## src/rtl/pwm_scaled4.sv

```systemverilog
module pwm_scaled4 #(
  parameter int CMP_W   = 16,
  parameter int SCALE_W = 4,
  parameter int ADDR_W  = 8,
  parameter int DATA_W  = 32
) (
  input  logic              clk,
  input  logic              rst,
  input  logic              bus_rd,
  input  logic              bus_wr,
  input  logic [ADDR_W-1:0] bus_addr,
  input  logic [DATA_W-1:0] bus_wdata,
  output logic [DATA_W-1:0] bus_rdata,
  output logic [3:0]        pwm_n,
  output logic [3:0]        cmp_flag
);
  localparam int NCH    = 4;
  localparam int MAXSC  = (1 << SCALE_W) - 1;
  localparam int CNT_W  = CMP_W + MAXSC;
  localparam int A_CFG  = 'h00;
  localparam int A_CNT  = 'h08;
  localparam int A_SCL  = 'h10;
  localparam int A_CMP  = 'h20;
  localparam int B_STK  = 8;
  localparam int B_ZC   = 9;
  localparam int B_ENA  = 12;
  localparam int B_ENO  = 13;
  localparam int B_IP   = 28;

  logic [SCALE_W-1:0] scale_q;
  logic               sticky_q, zc_q, ena_q, eno_q;
  logic [NCH-1:0]     ip_q;
  logic [CNT_W-1:0]   cnt_q;
  logic [CMP_W-1:0]   cmp_q [NCH];

  logic [CMP_W-1:0]   scaled;
  logic [CNT_W-1:0]   pmask;
  logic [NCH-1:0]     hit, flag, wr_cmp;
  logic               run, wrap, pend, wr_cfg, wr_cnt;

  assign run    = ena_q | eno_q;
  assign scaled = CMP_W'(cnt_q >> scale_q);
  assign pmask  = {CNT_W{1'b1}} >> (SCALE_W'(MAXSC) - scale_q);
  assign wrap   = (cnt_q & pmask) == pmask;
  assign pend   = run & (wrap | (zc_q & hit[0]));
  assign wr_cfg = bus_wr && (bus_addr == ADDR_W'(A_CFG));
  assign wr_cnt = bus_wr && (bus_addr == ADDR_W'(A_CNT));

  generate
    for (genvar i = 0; i < NCH; i++) begin : g_ch
      assign hit[i]    = scaled >= cmp_q[i];
      assign wr_cmp[i] = bus_wr && (bus_addr == ADDR_W'(A_CMP + 4 * i));
    end
  endgenerate

  assign flag     = hit | ({NCH{sticky_q}} & ip_q);
  assign cmp_flag = flag;
  assign pwm_n    = ~flag;

  always_ff @(posedge clk) begin
    if (rst) begin
      scale_q  <= '0;
      sticky_q <= 1'b0;
      zc_q     <= 1'b0;
      ena_q    <= 1'b0;
      eno_q    <= 1'b0;
      ip_q     <= '0;
      cnt_q    <= '0;
      for (int i = 0; i < NCH; i++) cmp_q[i] <= '0;
    end else begin
      if (wr_cfg) begin
        scale_q  <= bus_wdata[SCALE_W-1:0];
        sticky_q <= bus_wdata[B_STK];
        zc_q     <= bus_wdata[B_ZC];
        ena_q    <= bus_wdata[B_ENA];
        eno_q    <= bus_wdata[B_ENO];
        ip_q     <= bus_wdata[B_IP +: NCH];
      end else begin
        ip_q <= flag;
        if (pend && !wr_cnt) eno_q <= 1'b0;
      end
      if (wr_cnt)   cnt_q <= bus_wdata[CNT_W-1:0];
      else if (run) cnt_q <= pend ? '0 : cnt_q + CNT_W'(1);
      for (int i = 0; i < NCH; i++)
        if (wr_cmp[i]) cmp_q[i] <= bus_wdata[CMP_W-1:0];
    end
  end

  always_comb begin
    bus_rdata = '0;
    if (bus_rd) begin
      if (bus_addr == ADDR_W'(A_CFG)) begin
        bus_rdata[SCALE_W-1:0]  = scale_q;
        bus_rdata[B_STK]        = sticky_q;
        bus_rdata[B_ZC]         = zc_q;
        bus_rdata[B_ENA]        = ena_q;
        bus_rdata[B_ENO]        = eno_q;
        bus_rdata[B_IP +: NCH]  = flag;
      end
      if (bus_addr == ADDR_W'(A_CNT)) bus_rdata = DATA_W'(cnt_q);
      if (bus_addr == ADDR_W'(A_SCL)) bus_rdata = DATA_W'(scaled);
      for (int i = 0; i < NCH; i++)
        if (bus_addr == ADDR_W'(A_CMP + 4 * i)) bus_rdata = DATA_W'(cmp_q[i]);
    end
  end
endmodule

```

## config.mk

```make
export PLATFORM = sky130hd
export DESIGN_NAME = pwm_scaled4
export DESIGN_NICKNAME = d
export VERILOG_FILES = /design/src/rtl/pwm_scaled4.sv
export SDC_FILE = /design/constraint.sdc
export NUM_CORES = 1
export LEC_CHECK = 0
export BUFFER_PORTS_ARGS = -buffer_cell sky130_fd_sc_hd__clkbuf_2
export CORE_MARGIN = 1.5
export CORE_UTILIZATION = 55
export DETAILED_ROUTE_END_ITERATION = 12
export PLACE_DENSITY = 0.78
export RECOVER_POWER = 50
export SYNTH_ARGS = -nofsm -noshare
export SYNTH_HDL_FRONTEND = slang
export SYNTH_SLANG_ARGS = --single-unit
```

## constraint.sdc

```tcl
create_clock -name clk -period 4.75 [get_ports clk]
set_input_delay 1.425 -clock clk [delete_from_list [all_inputs] [get_ports clk]]
set_output_delay 1.425 -clock clk [all_outputs]
set_load 0.005 [all_outputs]
```

Word-level counts from Yosys, hierarchy flattened

Memory sizes are Yosys's and may differ from the RTL's.
Cells that the tools add are included.

Add/subtract/negate cells: 2
Magnitude comparators: 4
Equality and inequality tests: 7
Shift-type cells: 2
Muxes and demuxes: 35
Bitwise operators: 12
Reduce and logical (&&, ||, !) cells: 11

Operators with widths:

| operator                                           | number |
|---|---|
| two-way mux 32 bit                                 | 7 |
| two-way mux 31 bit                                 | 3 |
| greater-or-equal comparator 16 bit                 | 4 |
| two-way mux 16 bit                                 | 4 |
| == test 8 x 6 -> 1 bit (second input constant)     | 4 |
| adder 31 x 1 -> 31 bit (second input constant)     | 1 |
| AND 31 bit                                         | 1 |
| == test 31 bit                                     | 1 |
| >> shifter 31 x 4 -> 16 bit                        | 1 |
| >> shifter 31 x 4 -> 31 bit (first input constant) | 1 |
| two-way mux 1 bit                                  | 16 |
| two-way mux 4 bit                                  | 3 |
| == test 8 x 4 -> 1 bit (second input constant)     | 1 |
| == test 8 x 5 -> 1 bit (second input constant)     | 1 |
| zero test 8 bit                                    | 1 |
| logical AND 1 bit                                  | 7 |
| bitwise OR 1 bit                                   | 6 |
| AND 4 bit                                          | 1 |
| two-way mux 2 bit                                  | 2 |
| NOT 4 bit                                          | 1 |
| bitwise OR 4 bit                                   | 1 |
| nonzero test 2 bit                                 | 2 |
| subtractor 4 bit (first input constant)            | 1 |
| AND 1 bit                                          | 2 |
| zero test 1 bit                                    | 1 |

Register bits: 43
Bits in writable memories: 64
Input port bits: 44
Output and inout port bits: 40
Word-level logic and storage cells: 81
Memories kept: 1

Memories:

| name  | depth | width | rd ports | clocked after Yosys merged registers in | write ports | RTL line | RTL |
|---|---|---|---|---|---|---|---|
| cmp_q | 4     | 16    | 4        | 0                                       | 4           | 34       | `logic [CMP_W-1:0] cmp_q [NCH];` |

Longest topological paths before layout

Word-level depth: 11
Gate-level depth with buffers: 17
Gate-level depth less buffers: 13

Worst setup path before layout

OpenSTA, ideal clock, no wires.

Kind: register to output
From: reg scale_q[0]
To: out cmp_flag[1]
Arrival: 3.363 ns
Required time: 3.325 ns
Slack: -0.038 ns
Stages on the path, launching flop included: 15
Buffers on the path: 2
Cells stage by stage: dfxtp_1 -> buf_4 -> buf_4 -> mux4_2 -> nand2_1 -> a21oi_1 -> a21oi_1 -> ha_1 -> nand2b_1 -> a2111oi_0 -> o211ai_1 -> a221oi_1 -> o21ai_0 -> a21oi_1 -> inv_1

Cells in the longest elaborated chain, start to end: 3

RTL lines:

| element                            | RTL line | RTL |
|---|---|---|
| start, declared                    | 30       | `logic [SCALE_W-1:0] scale_q;` |
| start signal, assigned             | 72       | `scale_q <= bus_wdata[SCALE_W-1:0];` |
| >> shifter 31 x 4 -> 16 bit        | 42       | `assign scaled = CMP_W'(cnt_q >> scale_q);` |
| greater-or-equal comparator 16 bit | 51       | `assign hit[i] = scaled >= cmp_q[i];` |
| bitwise OR 4 bit                   | 56       | `assign flag = hit \| ({NCH{sticky_q}} & ip_q);` |
| end, declared                      | 15       | `output logic [3:0] cmp_flag` |

No other way between the ends.

Worst setup path in the final report

From: reg scale_q[0]
To: out bus_rdata[31]

Cells in the longest elaborated chain, start to end: 11

RTL lines:

| element                            | RTL line | RTL |
|---|---|---|
| >> shifter 31 x 4 -> 16 bit        | 42       |  |
| greater-or-equal comparator 16 bit | 51       |  |
| bitwise OR 4 bit                   | 56       |  |
| two-way mux 4 bit                  | 92       | `if (bus_addr == ADDR_W'(A_CFG)) begin` |
| two-way mux 32 bit                 | 100      | `if (bus_addr == ADDR_W'(A_CNT)) bus_rdata = DATA_W'(cnt_q);` |
| two-way mux 32 bit                 | 101      | `if (bus_addr == ADDR_W'(A_SCL)) bus_rdata = DATA_W'(scaled);` |
| two-way mux 32 bit (4 in a row)    | 103      | `if (bus_addr == ADDR_W'(A_CMP + 4 * i)) bus_rdata = DATA_W'(cmp_q[i]);` |
| two-way mux 32 bit                 | 91       | `if (bus_rd) begin` |
| end, declared                      | 13       | `output logic [DATA_W-1:0] bus_rdata,` |

No other way between the ends.

==> flow_summary.json <==
{
  "cts_tree": "done",
  "fin_hold_ws_ns": 0.517,
  "pre_cts_slack_ns": -0.302,
  "crit_buf_inv": 4,
  "rows": 45,
  "port_buffers": 83,
  "slowest_delay_ns": 0.52,
  "fillers": 1149,
  "timing.rr.end": "cnt_q[20]",
  "rsz0062_at_grt": "yes",
  "crit_family": "compound AO/OA/AOI/OAI gates",
  "grt_pass1_wl_um": 46300,
  "post-route-util": 0.735,
  "io-pin-count": 84,
  "clockPowerShare": 0.372,
  "synth_largest_area_cell": "edfxtp_1",
  "drt_iter0_markers": 1220,
  "grt_pass1_vias": 8197,
  "antenna_cells": 0,
  "hold_path_class": "reg -> reg",
  "tightest_slew_ns": 0.972,
  "cts-buffers-inserted": 9,
  "fp.dieW_um": 129,
  "num_vias": 9082,
  "cp.depth": 15,
  "holdBufCountCts": 0,
  "critPathArrivalTime_ns": 3.70,
  "required_ns": 3.32,
  "yosysWarnings": 0,
  "fin_skew_ns": 0.00942,
  "ir_drop_mv": 0.233,
  "r2r_start": "scale_q[0]",
  "grt_overflow": 0,
  "wire_per_inst_um": 22.6,
  "violations": "negative setup slack",
  "clk_path_buf_depth": 2,
  "track_usage": 0.372,
  "maxSlewViolCount": 0,
  "outcome": "finished, violations left",
  "areaGrowthSynthToFinish_pct": 29.7,
  "ant_nets": 0,
  "crit_path_start_kind": "flip-flop",
  "min_from": "zc_q",
  "p_per_area_nw_per_um2": 189,
  "finalSetupViolCount": 40,
  "synthFlopType": "edfxtp_1",
  "place.gp.congestion": 0.997,
  "comb_power_share": 0.136,
  "report.power.total_mw": 2.13,
  "cp-end-kind": "output port",
  "cp_slowest_cell": "mux4_2",
  "worstPathMaxFanout": 4,
  "synth.top_cell.area_share": 0.221,
  "p_sw_uw": 621,
  "initial_utilization": 0.567,
  "syn_nets": 1136,
  "synth_edf_count": 64,
  "setup_tns_ns": -5.89,
  "crit_type": "reg -> out",
  "syn_avg_cell_area_um2": 8.46,
  "yosys.cell_count.top_type": "nand2_1",
  "firstDrtPassIters": 8,
  "hold_viol_final": 0,
  "fmax_mhz": 195,
  "swShare": 0.292,
  "period_share": 1.08,
  "syn_area_um2": 8690,
  "drt-total-wl_um": 31900,
  "grt_max_degree": 37,
  "nNetsFinal": 1305,
  "power.leakage_nw": 4.90,
  "insertion_delay_ns": 0.38,
  "die_h_um": 129,
  "dp_hpwl_um": 22600,
  "synth_area_leaders": "edfxtp_1, dfxtp_1, ha_1",
  "yosys-top-cells-count": "nand2_1, inv_1, a21oi_1",
  "core_um2": 15300,
  "clk_pin_slew_ns": 0.08,
  "fin_ws_ns": -0.378,
  "pwr-share-seq": 0.492,
  "viasPerCell": 6.43,
  "clock_sinks": 107,
  "drc": 0,
  "ys_seq_elements": 107,
  "postSynthCellCount": 1027,
  "drive_gt1_frac": 0.306,
  "r2r_cells": 17,
  "whs_path_depth": 2,
  "cts_root_buffer": "clkbuf_16",
  "htreeDepth": 3,
  "post-route-min-period_ns": 5.13,
  "postSynth.asyncResetShare": 0,
  "synth.distinct_cells": 63,
  "max_cap_viol_count": 0,
  "antenna_found_initial": 0,
  "fp.dieArea_um2": 16600,
  "ys_seq_area_frac": 0.320,
  "ff2ff_setup_slack_ns": 0.76,
  "min_to": "zc_q",
  "path_cells": "buf_6 > mux4_2 > mux2_4 > nor2_4 > a31oi_4 > buf_6 > ha_1 > a21o_1 > a21o_1 > a221oi_2 > o21ai_1 > a21oi_2 > buf_4 > nor4_1 > buf_2",
  "slew_headroom": 0.349,
  "cellInternalPower_mw": 1.50
}
cell families after synthesis:
| group | share of synthesized area |
|---|---|
| buffers and inverters | 0.0694 |
| multiplexers | 0.0859 |
| adder cells (fa/ha/maj) | 0.0936 |
| AO/OA/AOI/OAI | 0.188 |
| flip-flops | 0.320 |
| XOR/XNOR | 0.0222 |
| AND/OR/NAND/NOR | 0.221 |
worst min-delay path: stages, from the launching register on:
cell,delay (ns)
dfxtp_1,0.34
nand2_1,0.07
a21oi_1,0.06
layout by cell type (no fill, tap or decap), drive strengths merged, types with 21 or more instances in the layout:
cell	netlist	routed
dfxtp	43	43
mux2i	25	25
o21ai	43	43
ha	65	65
o22ai	28	28
inv	78	83
a21o	21	21
and2	69	69
nand3	25	25
a21oi	72	72
nand2	117	117
buf	22	151
nor2	67	67
clkbuf	50	88
edfxtp	64	64
and3	42	42
power by group through the flow:
stage	Sequential (mW)	Clock [mW]	Combinational (mW)
final	1.05	0.790	0.290
after global routing	1.05	0.815	0.311
after CTS	1.04	0.790	0.260
after detailed placement	1.06	0	0.241
after global placement	1.06	0	0.239
after floorplan	1.05	0	0.142
registers in the layout (all words and copies together) (netlist names):
name,cells
cmp_q,64
cnt_q,31
ip_q,4
scale_q,4
ena_q,1
eno_q,1
sticky_q,1
zc_q,1
worst max-delay path by stage:
stage / start / to / slack (ns)
6_report: scale_q[0] / bus_rdata[31] / -0.38
5_1_grt: scale_q[0] / bus_rdata[30] / -0.44
3_3_place_gp: scale_q[0] / cmp_flag[1] / -0.25
3_5_place_dp: scale_q[0] / cmp_flag[1] / -0.30
4_1_cts: scale_q[0] / cmp_flag[1] / -0.30
2_1_floorplan: scale_q[0] / cmp_flag[1] / 0.07
metrics by stage:
| step | cells | area [um^2] |
|---|---|---|
| 4_1_cts | 1400 | 10800 |
| 5_1_grt | 1412 | 11300 |
| 3_5_place_dp | 1368 | 10000 |
| 2_1_floorplan | 1027 | 8690 |
| 6_report | 1412 | 11300 |
| 3_3_place_gp | 1368 | 10000 |
routing by layer:
layer  wire length, um  track usage  up-vias
met5                 0            0        -
met2             14000        0.554      685
met1             12600        0.526     4242
met3              4040       0.0832      116
met4              1250        0.149        0
li1                  -            -     4039
area by class of cell:
class,count,area (um^2),share of cell area
repair buffers,230,1690,0.150
inverters,78,293,0.0260
clock inverters,7,73.8,0.00655
clock buffers,9,225,0.0200
well taps,211,264,0.0234
multi-input cells,770,5930,0.527
flip-flops and latches,107,2790,0.247
repair_timing:
item	CTS	global route
pin swaps	34	38
hold endpoints to repair	0	0
setup buffers	15	14
gates resized for setup	64	107
endpoints found under the setup margin	18	23
gates cloned	1	1
(Power assumes the default switching activity.)
